==> src/rtl/arl_timer_pkg.sv <==
package arl_timer_pkg;

  // register slots known to the decoder
  typedef enum logic [4:0] {
    RI_CTRL, RI_AUX, RI_TRIG, RI_IEN, RI_STAT, RI_EVT, RI_MODE_A, RI_MODE_B,
    RI_CHEN, RI_CNT, RI_DIV, RI_LIM, RI_CMP0, RI_CMP1, RI_CMP2, RI_CMP3,
    RI_BCFG, RI_BDAT, RI_OPT, RI_NONE
  } reg_idx_e;

  localparam int MAP_ADDR_W = 8;

  localparam logic [7:0] OFS_CTRL   = 8'h00;
  localparam logic [7:0] OFS_AUX    = 8'h04;
  localparam logic [7:0] OFS_TRIG   = 8'h08;
  localparam logic [7:0] OFS_IEN    = 8'h0C;
  localparam logic [7:0] OFS_STAT   = 8'h10;
  localparam logic [7:0] OFS_EVT    = 8'h14;
  localparam logic [7:0] OFS_MODE_A = 8'h18;
  localparam logic [7:0] OFS_MODE_B = 8'h1C;
  localparam logic [7:0] OFS_CHEN   = 8'h20;
  localparam logic [7:0] OFS_CNT    = 8'h24;
  localparam logic [7:0] OFS_DIV    = 8'h28;
  localparam logic [7:0] OFS_LIM    = 8'h2C;
  localparam logic [7:0] OFS_CMP0   = 8'h34;
  localparam logic [7:0] OFS_CMP1   = 8'h38;
  localparam logic [7:0] OFS_CMP2   = 8'h3C;
  localparam logic [7:0] OFS_CMP3   = 8'h40;
  localparam logic [7:0] OFS_BCFG   = 8'h48;
  localparam logic [7:0] OFS_BDAT   = 8'h4C;
  localparam logic [7:0] OFS_OPT    = 8'h50;

  // bit positions of the single-bit controls
  localparam int BIT_RUN   = 0;
  localparam int BIT_UIE   = 0;
  localparam int BIT_UGEN  = 0;

  // plain 32-bit words held in one array; slot order below
  localparam int NPLAIN    = 14;
  localparam int SLOT_CTRL = 0;
  localparam int SLOT_IEN  = 3;
  localparam reg_idx_e PLAIN_MAP [NPLAIN] = '{
    RI_CTRL, RI_AUX, RI_TRIG, RI_IEN, RI_MODE_A, RI_MODE_B, RI_CHEN,
    RI_CMP0, RI_CMP1, RI_CMP2, RI_CMP3, RI_BCFG, RI_BDAT, RI_OPT
  };

  function automatic reg_idx_e decode_ofs(input logic [7:0] ofs);
    reg_idx_e r;
    case (ofs)
      OFS_CTRL:   r = RI_CTRL;
      OFS_AUX:    r = RI_AUX;
      OFS_TRIG:   r = RI_TRIG;
      OFS_IEN:    r = RI_IEN;
      OFS_STAT:   r = RI_STAT;
      OFS_EVT:    r = RI_EVT;
      OFS_MODE_A: r = RI_MODE_A;
      OFS_MODE_B: r = RI_MODE_B;
      OFS_CHEN:   r = RI_CHEN;
      OFS_CNT:    r = RI_CNT;
      OFS_DIV:    r = RI_DIV;
      OFS_LIM:    r = RI_LIM;
      OFS_CMP0:   r = RI_CMP0;
      OFS_CMP1:   r = RI_CMP1;
      OFS_CMP2:   r = RI_CMP2;
      OFS_CMP3:   r = RI_CMP3;
      OFS_BCFG:   r = RI_BCFG;
      OFS_BDAT:   r = RI_BDAT;
      OFS_OPT:    r = RI_OPT;
      default:    r = RI_NONE;
    endcase
    return r;
  endfunction

endpackage

==> src/rtl/arl_timer_regfile.sv <==
module arl_timer_regfile
  import arl_timer_pkg::*;
#(
  parameter int ADDR_W = 8,
  parameter int DATA_W = 32,
  parameter int CNT_W  = 32,
  parameter int DIV_W  = 16
) (
  input  logic              clk,
  input  logic              rst_n,
  input  logic              bus_req,
  input  logic              bus_we,
  input  logic [ADDR_W-1:0] bus_addr,
  input  logic [DATA_W-1:0] bus_wdata,
  input  logic [CNT_W-1:0]  cnt_q,
  input  logic              stat_set,
  output logic [DATA_W-1:0] bus_rdata,
  output logic              run_en,
  output logic              uie,
  output logic [DIV_W-1:0]  div_q,
  output logic [CNT_W-1:0]  limit_q,
  output logic              cnt_ld,
  output logic              evt_ug,
  output logic              div_wr,
  output logic              stat_q
);

  reg_idx_e idx;
  logic     wr;

  logic [DATA_W-1:0] plain_q [NPLAIN];
  logic [DATA_W-1:0] plain_d [NPLAIN];
  logic [DIV_W-1:0]  div_d;
  logic [CNT_W-1:0]  limit_d;
  logic              stat_d;

  // address decode; anything above the map window is unmapped
  always_comb begin
    if ((bus_addr >> MAP_ADDR_W) == '0) idx = decode_ofs(bus_addr[MAP_ADDR_W-1:0]);
    else                                idx = RI_NONE;
  end

  assign wr     = bus_req & bus_we;
  assign cnt_ld = wr & (idx == RI_CNT);
  assign evt_ug = wr & (idx == RI_EVT) & bus_wdata[BIT_UGEN];
  assign div_wr = wr & (idx == RI_DIV);

  // next state
  always_comb begin
    for (int p = 0; p < NPLAIN; p++) begin
      plain_d[p] = (wr && (idx == PLAIN_MAP[p])) ? bus_wdata : plain_q[p];
    end
    div_d   = div_wr ? bus_wdata[DIV_W-1:0] : div_q;
    limit_d = (wr && (idx == RI_LIM)) ? bus_wdata[CNT_W-1:0] : limit_q;
    stat_d  = (wr && (idx == RI_STAT)) ? (stat_q & bus_wdata[0]) : stat_q;
    stat_d  = stat_d | stat_set;  // hardware set wins over a clearing write
  end

  // registers
  always_ff @(posedge clk or negedge rst_n) begin
    if (!rst_n) begin
      for (int p = 0; p < NPLAIN; p++) plain_q[p] <= '0;
      div_q   <= '0;
      limit_q <= '0;
      stat_q  <= 1'b0;
    end else begin
      for (int p = 0; p < NPLAIN; p++) plain_q[p] <= plain_d[p];
      div_q   <= div_d;
      limit_q <= limit_d;
      stat_q  <= stat_d;
    end
  end

  assign run_en = plain_q[SLOT_CTRL][BIT_RUN];
  assign uie    = plain_q[SLOT_IEN][BIT_UIE];

  // combinational read port; event register and unmapped offsets give zero
  always_comb begin
    bus_rdata = '0;
    if (bus_req && !bus_we) begin
      for (int p = 0; p < NPLAIN; p++) begin
        if (idx == PLAIN_MAP[p]) bus_rdata = plain_q[p];
      end
      case (idx)
        RI_STAT: bus_rdata[0] = stat_q;
        RI_CNT:  bus_rdata    = DATA_W'(cnt_q);
        RI_DIV:  bus_rdata    = DATA_W'(div_q);
        RI_LIM:  bus_rdata    = DATA_W'(limit_q);
        default: ;
      endcase
    end
  end

endmodule

==> src/rtl/arl_timer_prescaler.sv <==
module arl_timer_prescaler #(
  parameter int DIV_W = 16
) (
  input  logic             clk,
  input  logic             rst_n,
  input  logic             en,
  input  logic             restart,
  input  logic [DIV_W-1:0] div,
  output logic             tick,
  output logic [DIV_W-1:0] pre_q
);

  logic [DIV_W-1:0] pre_d;
  logic             at_end;

  assign at_end = (pre_q == div);
  // a restart swallows the step so the visible count is untouched
  assign tick   = en & ~restart & at_end;

  always_comb begin
    pre_d = pre_q;
    if (restart)  pre_d = '0;
    else if (en)  pre_d = at_end ? '0 : pre_q + 1'b1;
  end

  always_ff @(posedge clk or negedge rst_n) begin
    if (!rst_n) pre_q <= '0;
    else        pre_q <= pre_d;
  end

endmodule

==> src/rtl/arl_timer_counter.sv <==
module arl_timer_counter #(
  parameter int CNT_W = 32
) (
  input  logic             clk,
  input  logic             rst_n,
  input  logic             tick,
  input  logic             ld,
  input  logic [CNT_W-1:0] ld_val,
  input  logic             clr,
  input  logic [CNT_W-1:0] limit,
  output logic [CNT_W-1:0] cnt_q,
  output logic             upd
);

  logic [CNT_W-1:0] cnt_d;
  logic             hit;

  assign hit = (limit != '0) & (cnt_q == limit);
  assign upd = tick & ~ld & ~clr & hit;

  // priority: software load, then update-generate clear, then step
  always_comb begin
    cnt_d = cnt_q;
    if (ld)        cnt_d = ld_val;
    else if (clr)  cnt_d = '0;
    else if (tick) cnt_d = hit ? '0 : cnt_q + 1'b1;
  end

  always_ff @(posedge clk or negedge rst_n) begin
    if (!rst_n) cnt_q <= '0;
    else        cnt_q <= cnt_d;
  end

endmodule

==> src/rtl/arl_timer.sv <==
module arl_timer
  import arl_timer_pkg::*;
#(
  parameter int ADDR_W      = 8,
  parameter int DATA_W      = 32,
  parameter int CNT_W       = 32,
  parameter int DIV_W       = 16,
  parameter int SYNC_STAGES = 2
) (
  input  logic              clk,
  input  logic              rst_n,
  input  logic              bus_req,
  input  logic              bus_we,
  input  logic [ADDR_W-1:0] bus_addr,
  input  logic [DATA_W-1:0] bus_wdata,
  output logic [DATA_W-1:0] bus_rdata,
  output logic              irq_pulse
);

  logic             rst_n_s;
  logic             run_en, uie, cnt_ld, evt_ug, div_wr, stat_q;
  logic [DIV_W-1:0] div_q, pre_q;
  logic [CNT_W-1:0] limit_q, cnt_q;
  logic             tick, upd, fire;
  logic             irq_d, irq_q;

  // reset: asserted asynchronously, released on a clock edge
  generate
    if (SYNC_STAGES <= 1) begin : g_sync1
      logic rs_q;
      always_ff @(posedge clk or negedge rst_n) begin
        if (!rst_n) rs_q <= 1'b0;
        else        rs_q <= 1'b1;
      end
      assign rst_n_s = rs_q;
    end else begin : g_syncn
      logic [SYNC_STAGES-1:0] rs_q;
      always_ff @(posedge clk or negedge rst_n) begin
        if (!rst_n) rs_q <= '0;
        else        rs_q <= {rs_q[SYNC_STAGES-2:0], 1'b1};
      end
      assign rst_n_s = rs_q[SYNC_STAGES-1];
    end
  endgenerate

  arl_timer_regfile #(
    .ADDR_W(ADDR_W), .DATA_W(DATA_W), .CNT_W(CNT_W), .DIV_W(DIV_W)
  ) regs_i (
    .clk(clk), .rst_n(rst_n_s),
    .bus_req(bus_req), .bus_we(bus_we), .bus_addr(bus_addr), .bus_wdata(bus_wdata),
    .cnt_q(cnt_q), .stat_set(fire),
    .bus_rdata(bus_rdata), .run_en(run_en), .uie(uie), .div_q(div_q),
    .limit_q(limit_q), .cnt_ld(cnt_ld), .evt_ug(evt_ug), .div_wr(div_wr),
    .stat_q(stat_q)
  );

  arl_timer_prescaler #(.DIV_W(DIV_W)) pre_i (
    .clk(clk), .rst_n(rst_n_s), .en(run_en), .restart(evt_ug | div_wr),
    .div(div_q), .tick(tick), .pre_q(pre_q)
  );

  arl_timer_counter #(.CNT_W(CNT_W)) cnt_i (
    .clk(clk), .rst_n(rst_n_s), .tick(tick), .ld(cnt_ld),
    .ld_val(bus_wdata[CNT_W-1:0]), .clr(evt_ug), .limit(limit_q),
    .cnt_q(cnt_q), .upd(upd)
  );

  assign fire  = upd & uie & run_en;
  assign irq_d = fire;

  always_ff @(posedge clk or negedge rst_n_s) begin
    if (!rst_n_s) irq_q <= 1'b0;
    else          irq_q <= irq_d;
  end

  assign irq_pulse = irq_q;

endmodule

==> config.mk <==
export PLATFORM = sky130hd
export DESIGN_NAME = arl_timer
export DESIGN_NICKNAME = d
export VERILOG_FILES = /design/src/rtl/arl_timer_pkg.sv /design/src/rtl/arl_timer_regfile.sv /design/src/rtl/arl_timer_prescaler.sv /design/src/rtl/arl_timer_counter.sv /design/src/rtl/arl_timer.sv
export SDC_FILE = /design/constraint.sdc
export NUM_CORES = 1
export LEC_CHECK = 0
export ABC_AREA = 1
export BUFFER_PORTS_ARGS = -buffer_cell sky130_fd_sc_hd__buf_2
export CAP_MARGIN = 10
export CORE_MARGIN = 4
export CORE_UTILIZATION = 57
export CTS_CLUSTER_SIZE = 20
export DETAILED_ROUTE_END_ITERATION = 8
export PLACE_DENSITY = 0.77
export SLEW_MARGIN = 20
export SYNTH_ARGS = -nofsm -noshare
export SYNTH_HDL_FRONTEND = slang
export SYNTH_SLANG_ARGS = --single-unit
==> constraint.sdc <==
create_clock -name clk -period 17.7 [get_ports clk]
set_input_delay 5.31 -clock clk [delete_from_list [all_inputs] [get_ports clk]]
set_output_delay 5.31 -clock clk [all_outputs]
set_load 0.03 [all_outputs]
==> results of run 1 <==
## per-stage QoR
step | instances | worst slack (ns) | total power, uW | util, %
final | 3989 | 3.14 | 2770 | 63.7
after CTS | 3987 | 3.30 | 2780 | 63.6
after global routing | 3988 | 3.03 | 2870 | 63.7
after global placement | 3884 | 3.37 | 1560 | 59.4
after floorplan | 3398 | 1.29 | 1490 | -
after detailed placement | 3884 | 3.32 | 1570 | 59.4
## final timing paths
path | from | to | slack [ns]
worst max-delay path | bus_addr[1] | bus_rdata[19] | 3.14
worst min-delay path | g_syncn.rs_q[0]$_DFF_PN0_ | g_syncn.rs_q[1]$_DFF_PN0_ | 0.35
worst max register to register | g_syncn.rs_q[1]$_DFF_PN0_ | regs_i.div_q[4]$_DFFE_PN0P_ | 14.43
worst min register to register | g_syncn.rs_q[0]$_DFF_PN0_ | g_syncn.rs_q[1]$_DFF_PN0_ | 0.35
max in group asynchronous | rst_n | g_syncn.rs_q[1]$_DFF_PN0_ | 13.12
min in group asynchronous | g_syncn.rs_q[1]$_DFF_PN0_ | regs_i.plain_q[341]$_DFFE_PN0P_ | 0.42
## cell type report
cell class	instances	share of cell area (%)
Clock buffer	89	5.86
Timing Repair Buffer	103	2.14
Inverter	238	3.10
Multi-Input combinational cell	2396	38.6
Clock inverter	14	0.699
Antenna cell	1	0.00858
Sequential cell	548	47.0
Tap cell	600	2.57
## state kept, by name (all words and copies together) (netlist names)
signal,count
regs_i.uie,1
g_syncn.rs_q,2
regs_i.limit_q,32
regs_i.stat_q,1
regs_i.plain_q,446
cnt_i.cnt_q,32
regs_i.div_q,16
regs_i.run_en,1
irq_pulse,1
pre_i.pre_q,16
## cell usage after synthesis, types with 2 or more instances
master / number / area (um^2)
o22ai_1: 19 / 119
buf_2: 32 / 160
o21bai_1: 22 / 165
a31oi_1: 9 / 56.3
nand4_1: 101 / 632
clkbuf_1: 168 / 631
buf_6: 3 / 33.8
a221oi_1: 11 / 96.3
nor2_4: 4 / 45.0
buf_1: 5 / 18.8
nor4_1: 18 / 113
nor2_8: 2 / 40.0
nand2_1: 1107 / 4160
nand3_1: 157 / 786
o21ai_1: 18 / 90.1
a21oi_1: 30 / 150
nand2_2: 3 / 18.8
inv_4: 2 / 12.5
nor2_1: 185 / 694
nand3b_1: 3 / 22.5
ha_1: 2 / 25.0
o21ai_0: 530 / 2650
inv_2: 15 / 56.3
or2_1: 2 / 12.5
o31ai_1: 2 / 15.0
nor3_1: 26 / 130
xor2_1: 39 / 342
o221ai_1: 3 / 26.3
buf_4: 5 / 37.5
or2_0: 3 / 18.8
or2_2: 45 / 282
clkbuf_2: 3 / 15.0
nor3_2: 2 / 20.0
o211ai_1: 3 / 22.5
nor2_2: 8 / 50.1
xnor2_1: 27 / 236
inv_1: 219 / 822
dfrtp_1: 548 / 13700
## report_power, final
part           leakage, uW  switching [uW]  internal, uW  total [uW]
Combinational      0.00554             135          60.9         195
Clock             0.000940             507           719        1230
Sequential         0.00746            51.2          1300        1350
Total               0.0139             692          2080        2770
## placed cells by master (no fill, tap or decap), types with 39 or more instances in the layout
master | netlist | layout
inv_1 | 219 | 219
or2_2 | 45 | 45
nand3_1 | 157 | 156
nand2_1 | 1107 | 1094
nor2_1 | 185 | 178
dfrtp_1 | 548 | 547
o21ai_0 | 530 | 530
buf_2 | 32 | 76
xor2_1 | 39 | 39
nand4_1 | 101 | 101
clkbuf_16 | 0 | 58
## worst max-delay path, cell delays in order
cell and delay (ns):
buf_2 0.11, nor2_2 0.28, nand2_1 0.24, nor2_2 0.90
inv_2 0.35, nand3_1 0.66, inv_2 0.54, a221oi_1 0.41
nor2_1 0.11, nand2_1 0.11, inv_1 0.04, buf_2 0.16
## per-layer routing
layer | part of all wire [%] | global-route usage (%)
met1 | 40 | 46.0
met2 | 45 | 51.9
met3 | 10 | 8.24
met4 | 5.1 | 15.0
met5 | 0.021 | 0
## logic make-up after synthesis
kind of cell,Yosys count,share of synthesized area [%]
AO/OA/AOI/OAI,654,13.0
XOR/XNOR,66,2.17
adder cells (fa/ha/maj),2,0.0938
buffers and inverters,454,6.75
flip-flops,548,51.4
other,1,0.0141
AND/OR/NAND/NOR,1673,26.6
==> impl_metrics.toml, run 1 <==
[timing]
final.setup.tns_ns = 0
slew_headroom_pct = 15.0
fin_skew_ns = 0.0239
hold_violations = 0
finalCriticalPeriod_ns = 14.56
worst_pin_slew_ns = 1.26
final-setup-viol-count = 0
clock.fmax_mhz = 68.7
fin_hold_ws_ns = 0.352
finalCritPeriodShare_pct = 82.3
rsz0062_at_grt = "false"
drv_slew = 0

[drt]
wirelength_mm = 85.5
vias = 24100
drc = 0
routedWlPerCell_um = 21.4
drtPass1Iterations = 6
detailedRoute.firstIterationViolations = 2957
ant_nets = 0
via_per_inst = 6.05

[final_layout]
regArea_mm2 = 0.0137
stdcell_area_mm2 = 0.0292
n_fill_cell = 3874
area_growth_pct = 9.34
nets = 3390
drive_above_1_share_pct = 8.83
multi_input_area_mm2 = 0.0113

[synthesis]
syn_inst = 3398
syn_nets = 3444
ys_warn_count = 0
syn_area_per_cell_um2 = 7.85
syn_area_mm2 = 0.0267
yosys.cell_types.count = 55
synth-edff-count = 0
ys_async_sr_fraction_pct = 100
synth_seq_area_share_pct = 51.4
ys_ff_latch = 548
synth_ff_type = "dfrtp_1"

[critical_path]
criticalPathCategory = "input pin to output pin"
worstRegToRegCells = 3
required_ns = 12.39
cp_max_fo = 48
crit_path_start_kind = "input pin"
worst_ep_arrival_time_ns = 9.25
endpoint_kind = "output pin"

[clocking]
cts-buffers-inserted = 57
clockBufferDepth = 3
cts_max_level = 2
cts-hold-fix-buffers = 0
clock_latency_ns = 0.63
cts_setup_buffers = 0
ctsResizeCount = 0
cts_tree = "built"
cts.sinks = 548
cts_root_buffer = "clkbuf_16"
clk_pin_slew_ns = 0.06

[floorplan]
initial_core_util_pct = 58.3
die_h_um = 224
io_pins = 77
dieArea_mm2 = 0.0503
die_x_um = 224
rows = 78
core_mm2 = 0.0458

[grt]
grt_pass1_vias = 22800
grt_max_degree = 196
grt_util_all_layers_pct = 33.7
grt_pass1_wl_mm = 132
grt-ovfl-total = 0
antenna_found_initial = 2

[pwr]
p_leak_uw = 0.0139
power.density_mw_per_mm2 = 95.2
peakVddDrop_mv = 0.0947

[hold_path]
hold_path_class = "register to register"
worstHoldPathCells = 0

[flow_run]
timing.max_cap.violations = 0

[place]
gp_congestion = 1.02
dpl_cell_area_mm2 = 0.0272
io_buffers = 76
dpl.hpwl_mm = 57.2

[status]
status = "completed"
(Power assumes the default switching activity.)
==> run 2: changes to the inputs <==
==> constraint.sdc (replaced) <==
create_clock -name clk -period 13.1 [get_ports clk]
set_input_delay 3.93 -clock clk [delete_from_list [all_inputs] [get_ports clk]]
set_output_delay 3.93 -clock clk [all_outputs]
set_load 0.03 [all_outputs]
==> impl_metrics.toml, run 2 (synthesis results as in run 1) <==
[pwr]
total_power_uw = 3790
p_seq_share_pct = 48.3
power.density_mw_per_mm2 = 130
power.internal_uw = 2840
switching_share_pct = 25.0
p_comb_share_pct = 7.0
peakVddDrop_mv = 0.114
p_leak_uw = 0.0140
clockPowerShare_pct = 44.7
switchingPower_uw = 947

[final_layout]
nets = 3387
stdcell_count = 3988
top_register = "regs_i.plain_q"
area_growth_pct = 9.51
largestRegisters = "regs_i.plain_q (446), cnt_i.cnt_q (32), regs_i.limit_q (32)"
drive_above_1_share_pct = 8.98
multi_input_area_mm2 = 0.0113
largest_reg_flops = 446
n_fill_cell = 3849
regArea_mm2 = 0.0137
final_cell_mix = "1094 x nand2_1, 547 x dfrtp_1, 530 x o21ai_0, 219 x inv_1, 178 x nor2_1"
final_common_cell = "nand2_1"

[timing]
final.setup.tns_ns = 0
finalCriticalPeriod_ns = 11.30
clock.fmax_mhz = 88.5
final-setup-viol-count = 0
finalCritPeriodShare_pct = 86.3
drv_slew = 0
rsz0062_at_grt = "false"
fin_skew_ns = 0.0140
setup_ws_ns = 1.80
hold_violations = 0
slew_headroom_pct = 26.5
worst_pin_slew_ns = 1.09

[clocking]
cts-buffers-inserted = 57
ctsResizeCount = 0
clockBufferDepth = 3
clk_pin_slew_ns = 0.06
cts_tree = "built"
clock_latency_ns = 0.63
cts.sinks = 548
cts_max_level = 2
cts_setup_buffers = 0
cts_root_buffer = "clkbuf_16"
cts-hold-fix-buffers = 0

[grt]
use_met1_pct = 45.8
globalRouteMet3Util_pct = 7.06
grt_util_all_layers_pct = 33.5
grt-ovfl-total = 0
grt_util_met2_pct = 51.3
grt_pass1_wl_mm = 132
grt_max_degree = 175
antenna_found_initial = 5
grt.busiest_layer = "met2"
grt_pass1_vias = 22900

[hold_path]
hold_path_class = "register to register"

[drt]
vias = 24100
drc = 0
via_per_inst = 6.04
wirelength_mm = 85.3
routedWlPerCell_um = 21.4
drtPass1Iterations = 6
detailedRoute.firstIterationViolations = 3231
ant_nets = 0

[place]
io_buffers = 76
dp_cells = 3881
gp_congestion = 0.998
dpl.hpwl_mm = 56.7
pre_cts_ws_ns = 1.96

[critical_path]
worst_ep_arrival_time_ns = 7.37
criticalPathCategory = "input pin to output pin"
cp-endpoint = "bus_rdata[1]"
endpoint_kind = "output pin"
cp_max_fo = 48
worst_r2r_startpoint = "cnt_i.cnt_q[25]$_DFFE_PN0P_"
critPathLaunch = "bus_addr[7]"
path_cells = "buf_2, nor2_2, nand3_4, nor2_4, inv_2, nand3_1, inv_2, nand2_1, nor2_1, nor2_1, buf_2"
critPathMaxStageDelay_ns = 0.56
crit_path_start_kind = "input pin"
r2r_setup_slack_ns = 10.18
required_ns = 9.17
worstRegToRegCells = 9
cpMaxStageDelayCell = "nand3_1"
r2r_end = "cnt_i.cnt_q[20]$_DFFE_PN0P_"

[floorplan]
io_pins = 77
rows = 78
core_mm2 = 0.0458
dieArea_mm2 = 0.0503
die_h_um = 224
die_x_um = 224
initial_core_util_pct = 58.3

[flow_run]
timing.max_cap.violations = 0

[status]
status = "completed"
==> run 2: worst min-delay path by stage <==
stage / start / to / slack (ns) / cells past startpoint
global placement: g_syncn.rs_q[0]$_DFF_PN0_ / g_syncn.rs_q[1]$_DFF_PN0_ / 0.34 / 0
global route: g_syncn.rs_q[0]$_DFF_PN0_ / g_syncn.rs_q[1]$_DFF_PN0_ / 0.36 / 0
floorplan: g_syncn.rs_q[0]$_DFF_PN0_ / g_syncn.rs_q[1]$_DFF_PN0_ / 0.33 / 0
detailed placement: g_syncn.rs_q[0]$_DFF_PN0_ / g_syncn.rs_q[1]$_DFF_PN0_ / 0.34 / 0
finish: g_syncn.rs_q[0]$_DFF_PN0_ / g_syncn.rs_q[1]$_DFF_PN0_ / 0.36 / 0
CTS: g_syncn.rs_q[0]$_DFF_PN0_ / g_syncn.rs_q[1]$_DFF_PN0_ / 0.36 / 0
==> run 2: critical path, delay by kind of cell <==
kind	cells	cell delay (ns)
buf+inv	4	1.25
simple gates	7	2.17
==> run 2: layout make-up <==
class / count / share of cell area [%]
Antenna cell: 4 / 0.0343
Clock buffer: 79 / 5.68
Clock inverter: 23 / 1.02
Inverter: 238 / 3.10
Multi-Input combinational cell: 2396 / 38.6
Sequential cell: 548 / 47.0
Tap cell: 600 / 2.57
Timing Repair Buffer: 100 / 2.04
==> run 2: stage by stage <==
stage	cell area [um^2]	hold WS [ns]	utilization (%)
after floorplan	26700	0.331	-
after global placement	27100	0.338	59.3
after detailed placement	27200	0.336	59.3
after CTS	29100	0.357	63.6
after global routing	29200	0.365	63.8
final	29200	0.356	63.8
==> run 2: per-layer routing <==
metal | wire (um) | share of wire, %
met1 | 34100 | 40
met2 | 38000 | 45
met3 | 8310 | 9.7
met4 | 4840 | 5.7
met5 | 22 | 0.026
==> run 2: power by group through the flow <==
stage	logic, uW	clock network [uW]	registers [uW]
floorplan	165	0	1850
global placement	250	0	1850
detailed placement	260	0	1860
CTS	262	1710	1830
global route	296	1780	1840
finish	265	1700	1830
